## config.mk

```make
export PLATFORM = sky130hd
export DESIGN_NAME = mdio_reg_master
export DESIGN_NICKNAME = d
export VERILOG_FILES = /design/src/rtl/mdio_pkg.sv /design/src/rtl/mdio_seq_ctrl.sv /design/src/rtl/mdio_regs_dp.sv /design/src/rtl/mdio_reg_master.sv
export SDC_FILE = /design/constraint.sdc
export NUM_CORES = 1
export LEC_CHECK = 0
export ABC_AREA = 1
export BUFFER_PORTS_ARGS = -buffer_cell sky130_fd_sc_hd__buf_4
export CAP_MARGIN = 40
export CORE_MARGIN = 2
export CORE_UTILIZATION = 40
export CTS_CLUSTER_DIAMETER = 50
export DETAILED_ROUTE_END_ITERATION = 8
export PLACE_DENSITY = 0.69
export SETUP_SLACK_MARGIN = 0.02
export SLEW_MARGIN = 20
export SYNTH_ARGS = -nofsm -noshare
export SYNTH_HDL_FRONTEND = slang
export SYNTH_HIERARCHICAL = 1
export SYNTH_SLANG_ARGS = --single-unit
```

## constraint.sdc

```tcl
create_clock -name clk -period 3.75 [get_ports clk]
set_input_delay 0.75 -clock clk [delete_from_list [all_inputs] [get_ports clk]]
set_output_delay 0.75 -clock clk [all_outputs]
set_load 0.05 [all_outputs]
```

## src/rtl/mdio_pkg.sv

```systemverilog
package mdio_pkg;
  localparam logic [7:0] OFS_CFG   = 8'h40;
  localparam logic [7:0] OFS_ADDR  = 8'h44;
  localparam logic [7:0] OFS_WDATA = 8'h48;
  localparam logic [7:0] OFS_RDATA = 8'h4C;
  localparam logic [7:0] OFS_CMD   = 8'h50;
  localparam int START_BIT = 8;
  localparam int BUSY_BIT  = 16;
  localparam logic [31:0] CFG_RESET = 32'h0001_50FF;

  typedef struct packed {
    logic loadFrame;
    logic shiftBit;
    logic captureBit;
    logic commitRead;
  } mdioStrobe_t;
endpackage

```

## src/rtl/mdio_seq_ctrl.sv

```systemverilog
module mdio_seq_ctrl
  import mdio_pkg::*;
#(
  parameter int DIV_W = 8,
  parameter int FRAME_W = 64,
  parameter int DATA_W = 16
) (
  input  logic             clk,
  input  logic             rstN,
  input  logic             startReq,
  input  logic             startOp,
  input  logic [DIV_W-1:0] divSel,
  output mdioStrobe_t      strobe,
  output logic             busy,
  output logic             mdc,
  output logic             mdioOe
);
  localparam int IDX_W = $clog2(FRAME_W);
  localparam int RELEASE_IDX = FRAME_W - DATA_W - 2;
  localparam int DATA_IDX = FRAME_W - DATA_W;
  localparam int LEN_W = IDX_W + DIV_W + 3;

  logic             runQ, mdcQ, opWrQ;
  logic [DIV_W-1:0] divCntQ, divLatQ;
  logic [IDX_W-1:0] bitIdxQ;
  logic             halfDone, rising, falling, lastBit;

  assign halfDone = runQ && (divCntQ == divLatQ);
  assign rising   = halfDone && !mdcQ;
  assign falling  = halfDone && mdcQ;
  assign lastBit  = (bitIdxQ == IDX_W'(FRAME_W - 1));

  always_comb begin
    strobe.loadFrame  = startReq && !runQ;
    strobe.shiftBit   = falling && !lastBit;
    strobe.captureBit = rising && !opWrQ && (bitIdxQ >= IDX_W'(DATA_IDX));
    strobe.commitRead = falling && lastBit && !opWrQ;
  end

  always_ff @(posedge clk or negedge rstN) begin
    if (!rstN) begin
      runQ    <= 1'b0;
      mdcQ    <= 1'b0;
      opWrQ   <= 1'b0;
      divCntQ <= '0;
      divLatQ <= '0;
      bitIdxQ <= '0;
    end else if (strobe.loadFrame) begin
      runQ    <= 1'b1;
      mdcQ    <= 1'b0;
      opWrQ   <= startOp;
      divCntQ <= '0;
      divLatQ <= divSel;
      bitIdxQ <= '0;
    end else if (runQ) begin
      if (halfDone) begin
        divCntQ <= '0;
        mdcQ    <= !mdcQ;
        if (falling) begin
          if (lastBit) runQ <= 1'b0;
          else         bitIdxQ <= bitIdxQ + 1'b1;
        end
      end else begin
        divCntQ <= divCntQ + 1'b1;
      end
    end
  end

  assign busy   = runQ;
  assign mdc    = mdcQ;
  assign mdioOe = runQ && (opWrQ || (bitIdxQ < IDX_W'(RELEASE_IDX)));

  // Frame length checker: cycles spent busy, compared when busy falls.
  logic [LEN_W-1:0] lenCnt;
  always_ff @(posedge clk or negedge rstN) begin
    if (!rstN)                 lenCnt <= '0;
    else if (strobe.loadFrame) lenCnt <= '0;
    else if (runQ)             lenCnt <= lenCnt + 1'b1;
  end

  p_busy_next_r3: assert property (@(posedge clk) disable iff (!rstN)
    (startReq && !busy) |=> busy);
  p_frame_len_r8: assert property (@(posedge clk) disable iff (!rstN)
    $fell(busy) |-> (lenCnt == LEN_W'(2 * FRAME_W) * (LEN_W'(divLatQ) + 1'b1)));
  p_idle_quiet_r9: assert property (@(posedge clk) disable iff (!rstN)
    !busy |-> (!mdioOe && !mdc));
  p_read_release_r7: assert property (@(posedge clk) disable iff (!rstN)
    (busy && !opWrQ && bitIdxQ >= IDX_W'(RELEASE_IDX)) |-> !mdioOe);
  p_start_ignored_r4: assert property (@(posedge clk) disable iff (!rstN)
    (busy && startReq) |=> (busy && $stable(opWrQ) && $stable(divLatQ)));
  p_mdc_hold_r5: assert property (@(posedge clk) disable iff (!rstN)
    (busy && divCntQ != divLatQ) |=> $stable(mdc));
endmodule

```

## src/rtl/mdio_regs_dp.sv

```systemverilog
module mdio_regs_dp
  import mdio_pkg::*;
#(
  parameter int DIV_W = 8,
  parameter int PHY_W = 5,
  parameter int REG_W = 5,
  parameter int DATA_W = 16,
  parameter int PRE_W = 32
) (
  input  logic             clk,
  input  logic             rstN,
  input  logic             regSel,
  input  logic             regWr,
  input  logic [7:0]       regAddr,
  input  logic [31:0]      regWdata,
  output logic [31:0]      regRdata,
  input  mdioStrobe_t      strobe,
  input  logic             busy,
  input  logic             mdioIn,
  output logic             startReq,
  output logic             startOp,
  output logic [DIV_W-1:0] divSel,
  output logic             mdioOut
);
  localparam int FRAME_W = PRE_W + 6 + PHY_W + REG_W + DATA_W;

  logic [31:0]        cfgQ;
  logic [PHY_W-1:0]   phyQ;
  logic [REG_W-1:0]   regQ;
  logic [DATA_W-1:0]  wrDataQ, rdDataQ, capQ;
  logic               lastOpQ;
  logic [FRAME_W-1:0] shiftQ;
  logic               wrHit;

  assign wrHit    = regSel && regWr;
  assign startReq = wrHit && (regAddr == OFS_CMD) && regWdata[START_BIT];
  assign startOp  = regWdata[0];
  assign divSel   = cfgQ[DIV_W-1:0];
  assign mdioOut  = shiftQ[FRAME_W-1];

  always_ff @(posedge clk or negedge rstN) begin
    if (!rstN) begin
      cfgQ    <= CFG_RESET;
      phyQ    <= '0;
      regQ    <= '0;
      wrDataQ <= '0;
    end else if (wrHit) begin
      if (regAddr == OFS_CFG)   cfgQ    <= regWdata;
      if (regAddr == OFS_ADDR)  {phyQ, regQ} <= {regWdata[8 +: PHY_W], regWdata[REG_W-1:0]};
      if (regAddr == OFS_WDATA) wrDataQ <= regWdata[DATA_W-1:0];
    end
  end

  always_ff @(posedge clk or negedge rstN) begin
    if (!rstN) begin
      shiftQ  <= '0;
      lastOpQ <= 1'b0;
      capQ    <= '0;
      rdDataQ <= '0;
    end else begin
      if (strobe.loadFrame) begin
        lastOpQ <= startOp;
        shiftQ  <= {{PRE_W{1'b1}}, 2'b01, startOp ? 2'b01 : 2'b10, phyQ, regQ,
                    startOp ? 2'b10 : 2'b11, startOp ? wrDataQ : {DATA_W{1'b1}}};
      end else if (strobe.shiftBit) begin
        shiftQ <= {shiftQ[FRAME_W-2:0], 1'b0};
      end
      if (strobe.captureBit) capQ    <= {capQ[DATA_W-2:0], mdioIn};
      if (strobe.commitRead) rdDataQ <= capQ;
    end
  end

  always_comb begin
    case (regAddr)
      OFS_CFG:   regRdata = cfgQ;
      OFS_ADDR:  regRdata = (32'(phyQ) << 8) | 32'(regQ);
      OFS_WDATA: regRdata = 32'(wrDataQ);
      OFS_RDATA: regRdata = 32'(rdDataQ);
      OFS_CMD:   regRdata = (32'(busy) << BUSY_BIT) | 32'(lastOpQ);
      default:   regRdata = '0;
    endcase
  end

  p_rdata_hold_r7: assert property (@(posedge clk) disable iff (!rstN)
    !busy |=> $stable(rdDataQ));
  p_op_hold_r10: assert property (@(posedge clk) disable iff (!rstN)
    busy |=> $stable(lastOpQ));
endmodule

```

## src/rtl/mdio_reg_master.sv

```systemverilog
module mdio_reg_master
  import mdio_pkg::*;
#(
  parameter int DIV_W = 8,
  parameter int PHY_W = 5,
  parameter int REG_W = 5,
  parameter int DATA_W = 16,
  parameter int PRE_W = 32
) (
  input  logic        clk,
  input  logic        rstN,
  input  logic        regSel,
  input  logic        regWr,
  input  logic [7:0]  regAddr,
  input  logic [31:0] regWdata,
  output logic [31:0] regRdata,
  output logic        mdc,
  output logic        mdioOut,
  output logic        mdioOe,
  input  logic        mdioIn
);
  localparam int FRAME_W = PRE_W + 6 + PHY_W + REG_W + DATA_W;

  mdioStrobe_t      strobe;
  logic             busy, startReq, startOp;
  logic [DIV_W-1:0] divSel;

  mdio_regs_dp #(.DIV_W(DIV_W), .PHY_W(PHY_W), .REG_W(REG_W),
                 .DATA_W(DATA_W), .PRE_W(PRE_W)) i_dp (
    .clk(clk), .rstN(rstN), .regSel(regSel), .regWr(regWr),
    .regAddr(regAddr), .regWdata(regWdata), .regRdata(regRdata),
    .strobe(strobe), .busy(busy), .mdioIn(mdioIn),
    .startReq(startReq), .startOp(startOp), .divSel(divSel),
    .mdioOut(mdioOut));

  mdio_seq_ctrl #(.DIV_W(DIV_W), .FRAME_W(FRAME_W), .DATA_W(DATA_W)) i_ctrl (
    .clk(clk), .rstN(rstN), .startReq(startReq), .startOp(startOp),
    .divSel(divSel), .strobe(strobe), .busy(busy), .mdc(mdc),
    .mdioOe(mdioOe));
endmodule

```

After elaboration in Yosys (flattened, before gate mapping)
Index checks and enable logic that the tools add are counted.

cells by class
  add/sub/neg operators = 2
  $lt $le $gt $ge = 2
  reductions and logical operators = 27
  bitwise operators = 2
  mux-type cells = 22
  equal/unequal tests = 8

operators by type and width
  kind                                                                     count
  32-bit case mux with 5 select lines                                      1
  64-bit 2-to-1 mux                                                        2
  8-bit by 7-bit equality test with 1-bit output, second input constant    5
  6-bit 2-to-1 mux                                                         5
  8-bit 2-to-1 mux                                                         3
  17-bit by 1-bit bitwise OR with 17-bit output                            1
  16-bit 2-to-1 mux                                                        1
  1-bit logical AND                                                        13
  13-bit by 5-bit bitwise OR with 13-bit output                            1
  1-bit 2-to-1 mux                                                         9
  8-bit by 1-bit adder with 8-bit output, second input constant            1
  8-bit equality test                                                      1
  2-bit AND reduction                                                      4
  2-bit nonzero test                                                       4
  6-bit by 1-bit adder with 6-bit output, second input constant            1
  6-bit equality test, second input constant                               1
  6-bit >= comparator, second input constant                               1
  6-bit < comparator, second input constant                                1
  1-bit zero test                                                          4
  4-bit AND reduction                                                      1
  2-bit 2-to-1 mux                                                         1
  2-bit by 1-bit inequality test with 1-bit output, second input constant  1
  1-bit logical OR                                                         1

storage, ports and cells
  logic and storage cells = 76
  output and inout bits = 35
  bits in registers = 179
  input bits = 45

Depth between registers and ports, before layout
Gate-level depths: netlist of the first run.

  word-level depth = 7
  gate-level depth with buffers = 16
  depth with buffers taken out = 13

By module
Netlist of the first run, hierarchy kept.

modules (own cells, without submodules)
  module         times used  area an instance (um^2)  sequential area each (um^2)  cells each
  mdio_regs_dp   1           6732.7                   3892.5                       747
  mdio_seq_ctrl  1           1410.1                   625.6                        193

Worst setup path after synthesis of the first run
No wires, ideal clock.

  kind = input -> output
  start = in regAddr[5]
  end = out regRdata[16]
  data required time = 3.000 ns
  arrival = 2.487 ns
  setup slack = 0.513 ns
  cell stages on the path = 6
  path buffers = 1
  cells stage by stage = inv_1 nand2_1 nor2_4 nand2_2 clkbuf_1 o21ai_0

between the ends
  longest elaborated chain between the ends = 2
  elaborated cells on any way between the ends = 6
  classes of those cells = eq/ne (5); mux (1)

RTL lines
  what                                            RTL line               text
  from (decl)                                     mdio_reg_master.sv:14  input logic [7:0] regAddr,
  8-bit by 7-bit equality test with 1-bit output  mdio_regs_dp.sv:74     case (regAddr)
  32-bit case mux with 5 select lines *           mdio_regs_dp.sv:74
  to (decl)                                       mdio_reg_master.sv:16  output logic [31:0] regRdata,

Every way passes the cells marked *; elsewhere a longest branch is shown, timed or not.

Final worst setup path of the first run
  start = in regAddr[0]
  end = out regRdata[7]

The elaborated chain is that of the path after synthesis.

==> impl_metrics.json, run 1 <==
{
  "hold_path_class": "in2async",
  "p_per_area_mw_per_mm2": 425,
  "drc_errors": 0,
  "gr-usage-met3": 0.0322,
  "grt-busiest-layer": "met2",
  "synth_area_mm2": 0.00814,
  "yosysTopAreaCell": "dfrtp_1",
  "use_met1": 0.261,
  "fin_crit_ns": 3.13,
  "final_core_util": 0.474,
  "antenna_cells": 0,
  "routabilityCongestion": 0.827,
  "dieHeight_um": 147,
  "maxCapViolations": 0,
  "syn_avg_cell_area_um2": 8.66,
  "cts-resized-gates": 0,
  "antenna_found_initial": 0,
  "root_buffer": "clkbuf_16",
  "die_area_mm2": 0.0215,
  "rows": 52,
  "crit_path_end_kind": "output pin",
  "yosysWarningCount": 6,
  "cts_made_buffers": 17,
  "via_per_inst": 5.00,
  "cellLeakagePower_nw": 4.72,
  "rsz0062_at_grt": "no",
  "insertion_delay_ns": 0.44,
  "yosys-top-cells-count": "nand2_1 (211), dfrtp_1 (169), inv_1 (122)",
  "setup_viol": 0,
  "fmax_mhz": 319,
  "setup_tns_ns": 0,
  "cts_sinks": 180,
  "worstSetupStartpointType": "input port",
  "avgRoutedWirePerCell_um": 14.9,
  "nFillCells": 1932,
  "grt_max_degree": 87,
  "numPortBuffers": 79,
  "cpPeakStageDelay_ns": 0.42,
  "fin_crit_sh": 0.835,
  "drt-total-wl_um": 19000,
  "synthCells": 940,
  "syn_nets": 987,
  "path_cells": "buf_4, inv_1, nand2_2, nor2_2, nand2_2, o211ai_1, buf_4",
  "dp_hpwl_um": 12600,
  "drive_gt1_frac": 0.164,
  "synth_cell_type_count": 34,
  "grt-ovfl-total": 0,
  "crit_path_top_delay_cell": "o211ai_1",
  "first_global_vias": 6357,
  "ys_async_sr_fraction": 1.00,
  "cp_max_fo": 22,
  "finalHoldViolCount": 0,
  "synth-seq-cells": 180,
  "crit_required_ns": 3.00,
  "post_cts_buffers": 0,
  "grt_pass1_wl_um": 32200,
  "grt_use_total": 0.187,
  "synth_ff_type": "dfrtp_1",
  "cts_hold_buf": 0,
  "critPathKind": "in2out",
  "finalPower_mw": 4.05,
  "arrival_ns": 2.38,
  "die_x_um": 147,
  "ios": 80,
  "grt.met2_usage": 0.296,
  "tritoncts": "built",
  "vias": 6399,
  "tightestPinTransition_ns": 0.751,
  "synthTopCellsByArea": "dfrtp_1 (52%), nand2_1 (9.7%), inv_1 (5.6%)",
  "synthToLayoutAreaGrowth_pct": 16.9,
  "start_util": 0.405,
  "nNetsFinal": 1043,
  "h-tree-depth": 4,
  "core_mm2": 0.0201,
  "path_clk_slew_ns": 0.08,
  "synth_edf_count": 0,
  "firstDrtPassIters": 5,
  "drv_slew": 0,
  "run_status": "complete, no violations",
  "yosysMostFrequentCell": "nand2_1",
  "maxSlewHeadroom": 0.500,
  "finClkSkew_ns": 0.0153,
  "clockBufferDepth": 2,
  "ant_nets": 0,
  "drt_iter0_drc": 536,
  "ir_drop_mv": 0.409,
  "synth_top_area_share": 0.519,
  "yosysSeqAreaShare": 0.555
}
[flip-flops by register name, summed over array words and instances, names as in the netlist]
register	flops
i_dp/capQ	16
i_dp/cfgQ	32
i_ctrl/divLatQ	8
i_dp/phyQ	5
i_dp/rdDataQ	16
i_ctrl/divCntQ	8
i_ctrl/busy	1
i_ctrl/bitIdxQ	6
i_dp/regQ	5
i_ctrl/mdc	1
i_ctrl/opWrQ	1
i_dp/shiftQ	64
i_dp/lastOpQ	1
i_dp/wrDataQ	16
[stage by stage]
step,instance area (µm²),instances,hold slack [ns],setup slack [ns]
after CTS,9490,1278,0.403,0.622
after detailed placement,8930,1246,0.467,0.370
after global placement,8930,1246,0.461,0.513
final,9520,1279,0.115,0.618
after floorplan,8140,940,0.443,0.513
after global routing,9520,1279,0.106,0.456
[final cells by class]
class,count,area (µm²),share of cell area
Sequential cell,180,4520,0.475
Inverter,128,482,0.0506
Tap cell,270,338,0.0355
Clock buffer,18,429,0.0451
Clock inverter,14,138,0.0145
Timing Repair Buffer,93,747,0.0785
Multi-Input combinational cell,576,2870,0.301
[worst max-delay path, delay by kind of cell]
| kind | cells | cell delay (ns) |
|---|---|---|
| and+or+nand+nor | 3 | 0.78 |
| buffers and inverters | 3 | 0.43 |
| AOI/OAI and AO/OA | 1 | 0.42 |
[final timing paths]
check | startpoint | end | slack, ns | cells past startpoint
max | regAddr[0] | regRdata[7] | 0.62 | 7
min | rstN | i_dp/capQ[10] | 0.12 | 1
max reg2reg | i_ctrl/busy | i_dp/shiftQ[38] | 1.26 | 7
min reg2reg | i_dp/capQ[5] | i_dp/capQ[6] | 0.48 | 2
max in group asynchronous | rstN | i_dp/shiftQ[50] | 2.82 | 3
min in group clk | i_dp/capQ[5] | i_dp/capQ[6] | 0.48 | 2
[where the power goes]
| part | switching (mW) | internal [mW] |
|---|---|---|
| Clock | 0.832 | 0.880 |
| Sequential | 0.0502 | 2.00 |
| Combinational | 0.182 | 0.104 |
[kinds of logic (layout without fill, tap and decap cells)]
| family | count (synthesis) | in the layout | synth area share |
|---|---|---|---|
| buffers and inverters | 184 | 253 | 0.0951 |
| AO/OA/AOI/OAI | 193 | 193 | 0.139 |
| AND/OR/NAND/NOR | 371 | 371 | 0.197 |
| flip-flops | 180 | 180 | 0.555 |
| XOR/XNOR | 10 | 10 | 0.0108 |
| adder cells (fa/ha/maj) | 2 | 2 | 0.00307 |
[layout by cell type (no fill, tap or decap), types with 2 or more instances in the layout]
cell type     n
nand2_1     211
dfrtp_1     169
inv_1       122
buf_4        89
o21ai_0      81
nand3_1      63
nor2_1       61
a22oi_1      32
o21ai_1      24
a21oi_1      19
clkbuf_16    17
o22ai_1      16
o221ai_1     11
dfstp_2      11
nand4_1      10
nand2_2       9
o211ai_1      9
xor2_1        8
inv_6         6
nor2_4        5
inv_2         5
clkinvlp_4    4
nor2_2        4
nor3_2        3
clkinv_8      2
inv_8         2
xnor2_1       2
ha_1          2
buf_12        2
[per-layer routing]
layer,vias up,share of wire
met5,-,0
met4,0,0.015
met3,20,0.042
met2,158,0.48
met1,3075,0.47
li1,3146,-
(Power assumes the default switching activity.)
==> run 2, diff against run 1 <==
- ABC_AREA: 1 -> 0
- clock period: 3.75 -> 3.22 ns (I/O delays scaled with it)
==> run 2 against run 1 <==
Compared with the run above:
- final cell count decreased by 19%
- global-route usage shrank 1.4 points
- synthesized area up 3.2%
- worst setup slack lost 0.064 ns
- via count fell by 12%
- critical path type unchanged
- first-iteration DRC count fell by 33%
- core utilization rose by 0.22 points
- count of clock-buffer cells in the layout grew 2
- die area up 3.1%
==> impl_metrics.json, run 2 <==
{
  "fmax_mhz": 375,
  "maxCapViolations": 0,
  "synth_area_mm2": 0.00841,
  "die_area_mm2": 0.0222,
  "synthToLayoutAreaGrowth_pct": 17.8,
  "fin_crit_ns": 2.67,
  "crit_required_ns": 2.58,
  "finClkSkew_ns": 0.00978,
  "antenna_cells": 0,
  "drt_iter0_drc": 361,
  "yosysTopAreaCell": "dfrtp_1",
  "p_per_area_mw_per_mm2": 505,
  "fin_crit_sh": 0.828,
  "cp_max_fo": 36,
  "regArea_mm2": 0.00452,
  "grt-ovfl-total": 0,
  "yosys-top-cells-count": "dfrtp_1 (169), mux2_2 (118), nand3_1 (49)",
  "avgRoutedWirePerCell_um": 17.4,
  "root_buffer": "clkbuf_16",
  "synth_cell_type_count": 51,
  "finalPower_mw": 5.00,
  "firstDrtPassIters": 4,
  "insertion_delay_ns": 0.43,
  "syn_avg_cell_area_um2": 12.1,
  "mostFrequentLayoutCells": "dfrtp_1 (169), mux2_2 (118), buf_4 (90)",
  "multi_input_area_mm2": 0.00361,
  "routabilityCongestion": 0.763,
  "maxSlewHeadroom": 0.527,
  "antenna_found_initial": 0,
  "yosysSeqAreaShare": 0.538,
  "drv_slew": 0,
  "mostFrequentLayoutCell": "dfrtp_1",
  "rows": 53,
  "run_status": "complete, no violations",
  "synthCells": 692,
  "crit_start": "regAddr[3]",
  "tightestPinTransition_ns": 0.709,
  "dieHeight_um": 149,
  "ir_drop_mv": 0.345,
  "crit_path_end_kind": "output pin",
  "via_per_inst": 5.44,
  "yosysMostFrequentCell": "dfrtp_1",
  "synth_ff_type": "dfrtp_1",
  "rsz0062_at_grt": "no",
  "critPathKind": "in2out",
  "setup_viol": 0,
  "cts_sinks": 180,
  "finalHoldViolCount": 0,
  "dpl.cell_count": 1004,
  "rrSetupSlack_ns": 0.77,
  "grt_use_total": 0.173,
  "cts-resized-gates": 0,
  "path_clk_slew_ns": 0.07,
  "nNetsFinal": 795,
  "die_x_um": 149,
  "synth_edf_count": 0,
  "synthTopCellsByArea": "dfrtp_1 (50%), mux2_2 (16%), a211o_1 (3.5%)",
  "synth_top_area_share": 0.503,
  "ff2ff_path_depth": 6,
  "final_core_util": 0.476,
  "drc_errors": 0,
  "finalNonFillerCells": 1036,
  "largest_register_ffs": 64,
  "syn_nets": 739,
  "r2r_start": "i_ctrl/divCntQ[4]",
  "drt-total-wl_um": 18000,
  "grt_pass1_wl_um": 30100,
  "h-tree-depth": 4,
  "dp_hpwl_um": 11700,
  "drive_gt1_frac": 0.353,
  "cellLeakagePower_nw": 4.97,
  "yosysWarningCount": 6,
  "regMostFlops": "i_dp/shiftQ",
  "cts_hold_buf": 0,
  "ys_async_sr_fraction": 1.00,
  "hold_path_class": "in2async",
  "numPortBuffers": 79,
  "synth-seq-cells": 180,
  "ant_nets": 0,
  "core_mm2": 0.0208,
  "post_cts_buffers": 0,
  "vias": 5641,
  "setup_tns_ns": 0,
  "worstSetupStartpointType": "input port",
  "largest_registers": "i_dp/shiftQ x64, i_dp/cfgQ x32",
  "grt_max_degree": 100,
  "tritoncts": "built",
  "nFillCells": 1886,
  "rr_endpoint": "i_dp/capQ[7]",
  "first_global_vias": 5702,
  "cts_made_buffers": 17,
  "ios": 80,
  "clockBufferDepth": 2,
  "arrival_ns": 2.02,
  "start_util": 0.404
}
## run 2: changes by cell type after synthesis, sizes merged, moves of 15 or more
cell | previous run | this run
nand2 | 220 | 29
mux2 | 0 | 125
inv | 127 | 4
o21ai | 105 | 18
nor2 | 71 | 13
nor2b | 0 | 36
a211o | 0 | 34
a22oi | 32 | 0
mux2i | 0 | 21
and3 | 0 | 19
nand4 | 11 | 27
o22ai | 16 | 0
o22a | 0 | 15
## run 2: critical path: stages
cell	delay, ns
buf_4	0.24
nor4_4	0.35
buf_4	0.30
nand3_1	0.11
nand3_1	0.13
buf_4	0.22
## run 2: stage by stage
stage	setup slack, ns	instance area, µm²	hold slack (ns)
after floorplan	0.0878	8410	0.348
after global placement	0.545	9280	0.458
after detailed placement	0.514	9280	0.460
after CTS	0.553	9910	0.256
after global routing	0.431	9910	0.279
final	0.553	9910	0.232
## run 2: per-layer routing
layer	vias up	wire, µm	GRT usage	share of wire
met3	18	1030	0.0477	0.057
met1	2831	8630	0.247	0.48
met4	0	250	0.0476	0.014
li1	2626	-	-	-
met5	-	0	0	0
met2	166	8120	0.259	0.45
## run 2: report_power, final
part           switching (mW)  leakage (nW)  internal, mW
registers              0.0902          2.38          2.34
clock network           0.920         0.299          1.28
logic                   0.206          2.29         0.168
total                    1.22          4.97          3.79
## run 2: area by class of cell
cell class	instances	share of cell area
timing repair buffer	96	0.0794
tap	275	0.0347
clock inverter	12	0.0168
inverter	5	0.00189
sequential	180	0.456
multi-input combinational	448	0.365
clock buffer	20	0.0461
## run 2: worst max-delay path by stage
stage	endpoint	slack, ns	depth (start not counted)
4_1_cts	regRdata[14]	0.55	6
3_3_place_gp	regRdata[8]	0.54	6
3_5_place_dp	i_dp/shiftQ[11]	0.51	8
2_1_floorplan	i_dp/shiftQ[28]	0.09	13
6_report	regRdata[8]	0.55	6
5_1_grt	regRdata[14]	0.43	6
## run 2: cells by family (layout without fill, tap and decap cells)
| group | Yosys count | count (layout) | synth area share |
|---|---|---|---|
| AND/OR/NAND/NOR | 205 | 205 | 0.142 |
| flip-flops | 180 | 180 | 0.538 |
| multiplexers | 146 | 146 | 0.192 |
| AO/OA/AOI/OAI | 87 | 87 | 0.0777 |
| buffers and inverters | 64 | 133 | 0.0354 |
| XOR/XNOR | 8 | 8 | 0.0115 |
| adder cells (fa/ha/maj) | 2 | 2 | 0.00298 |
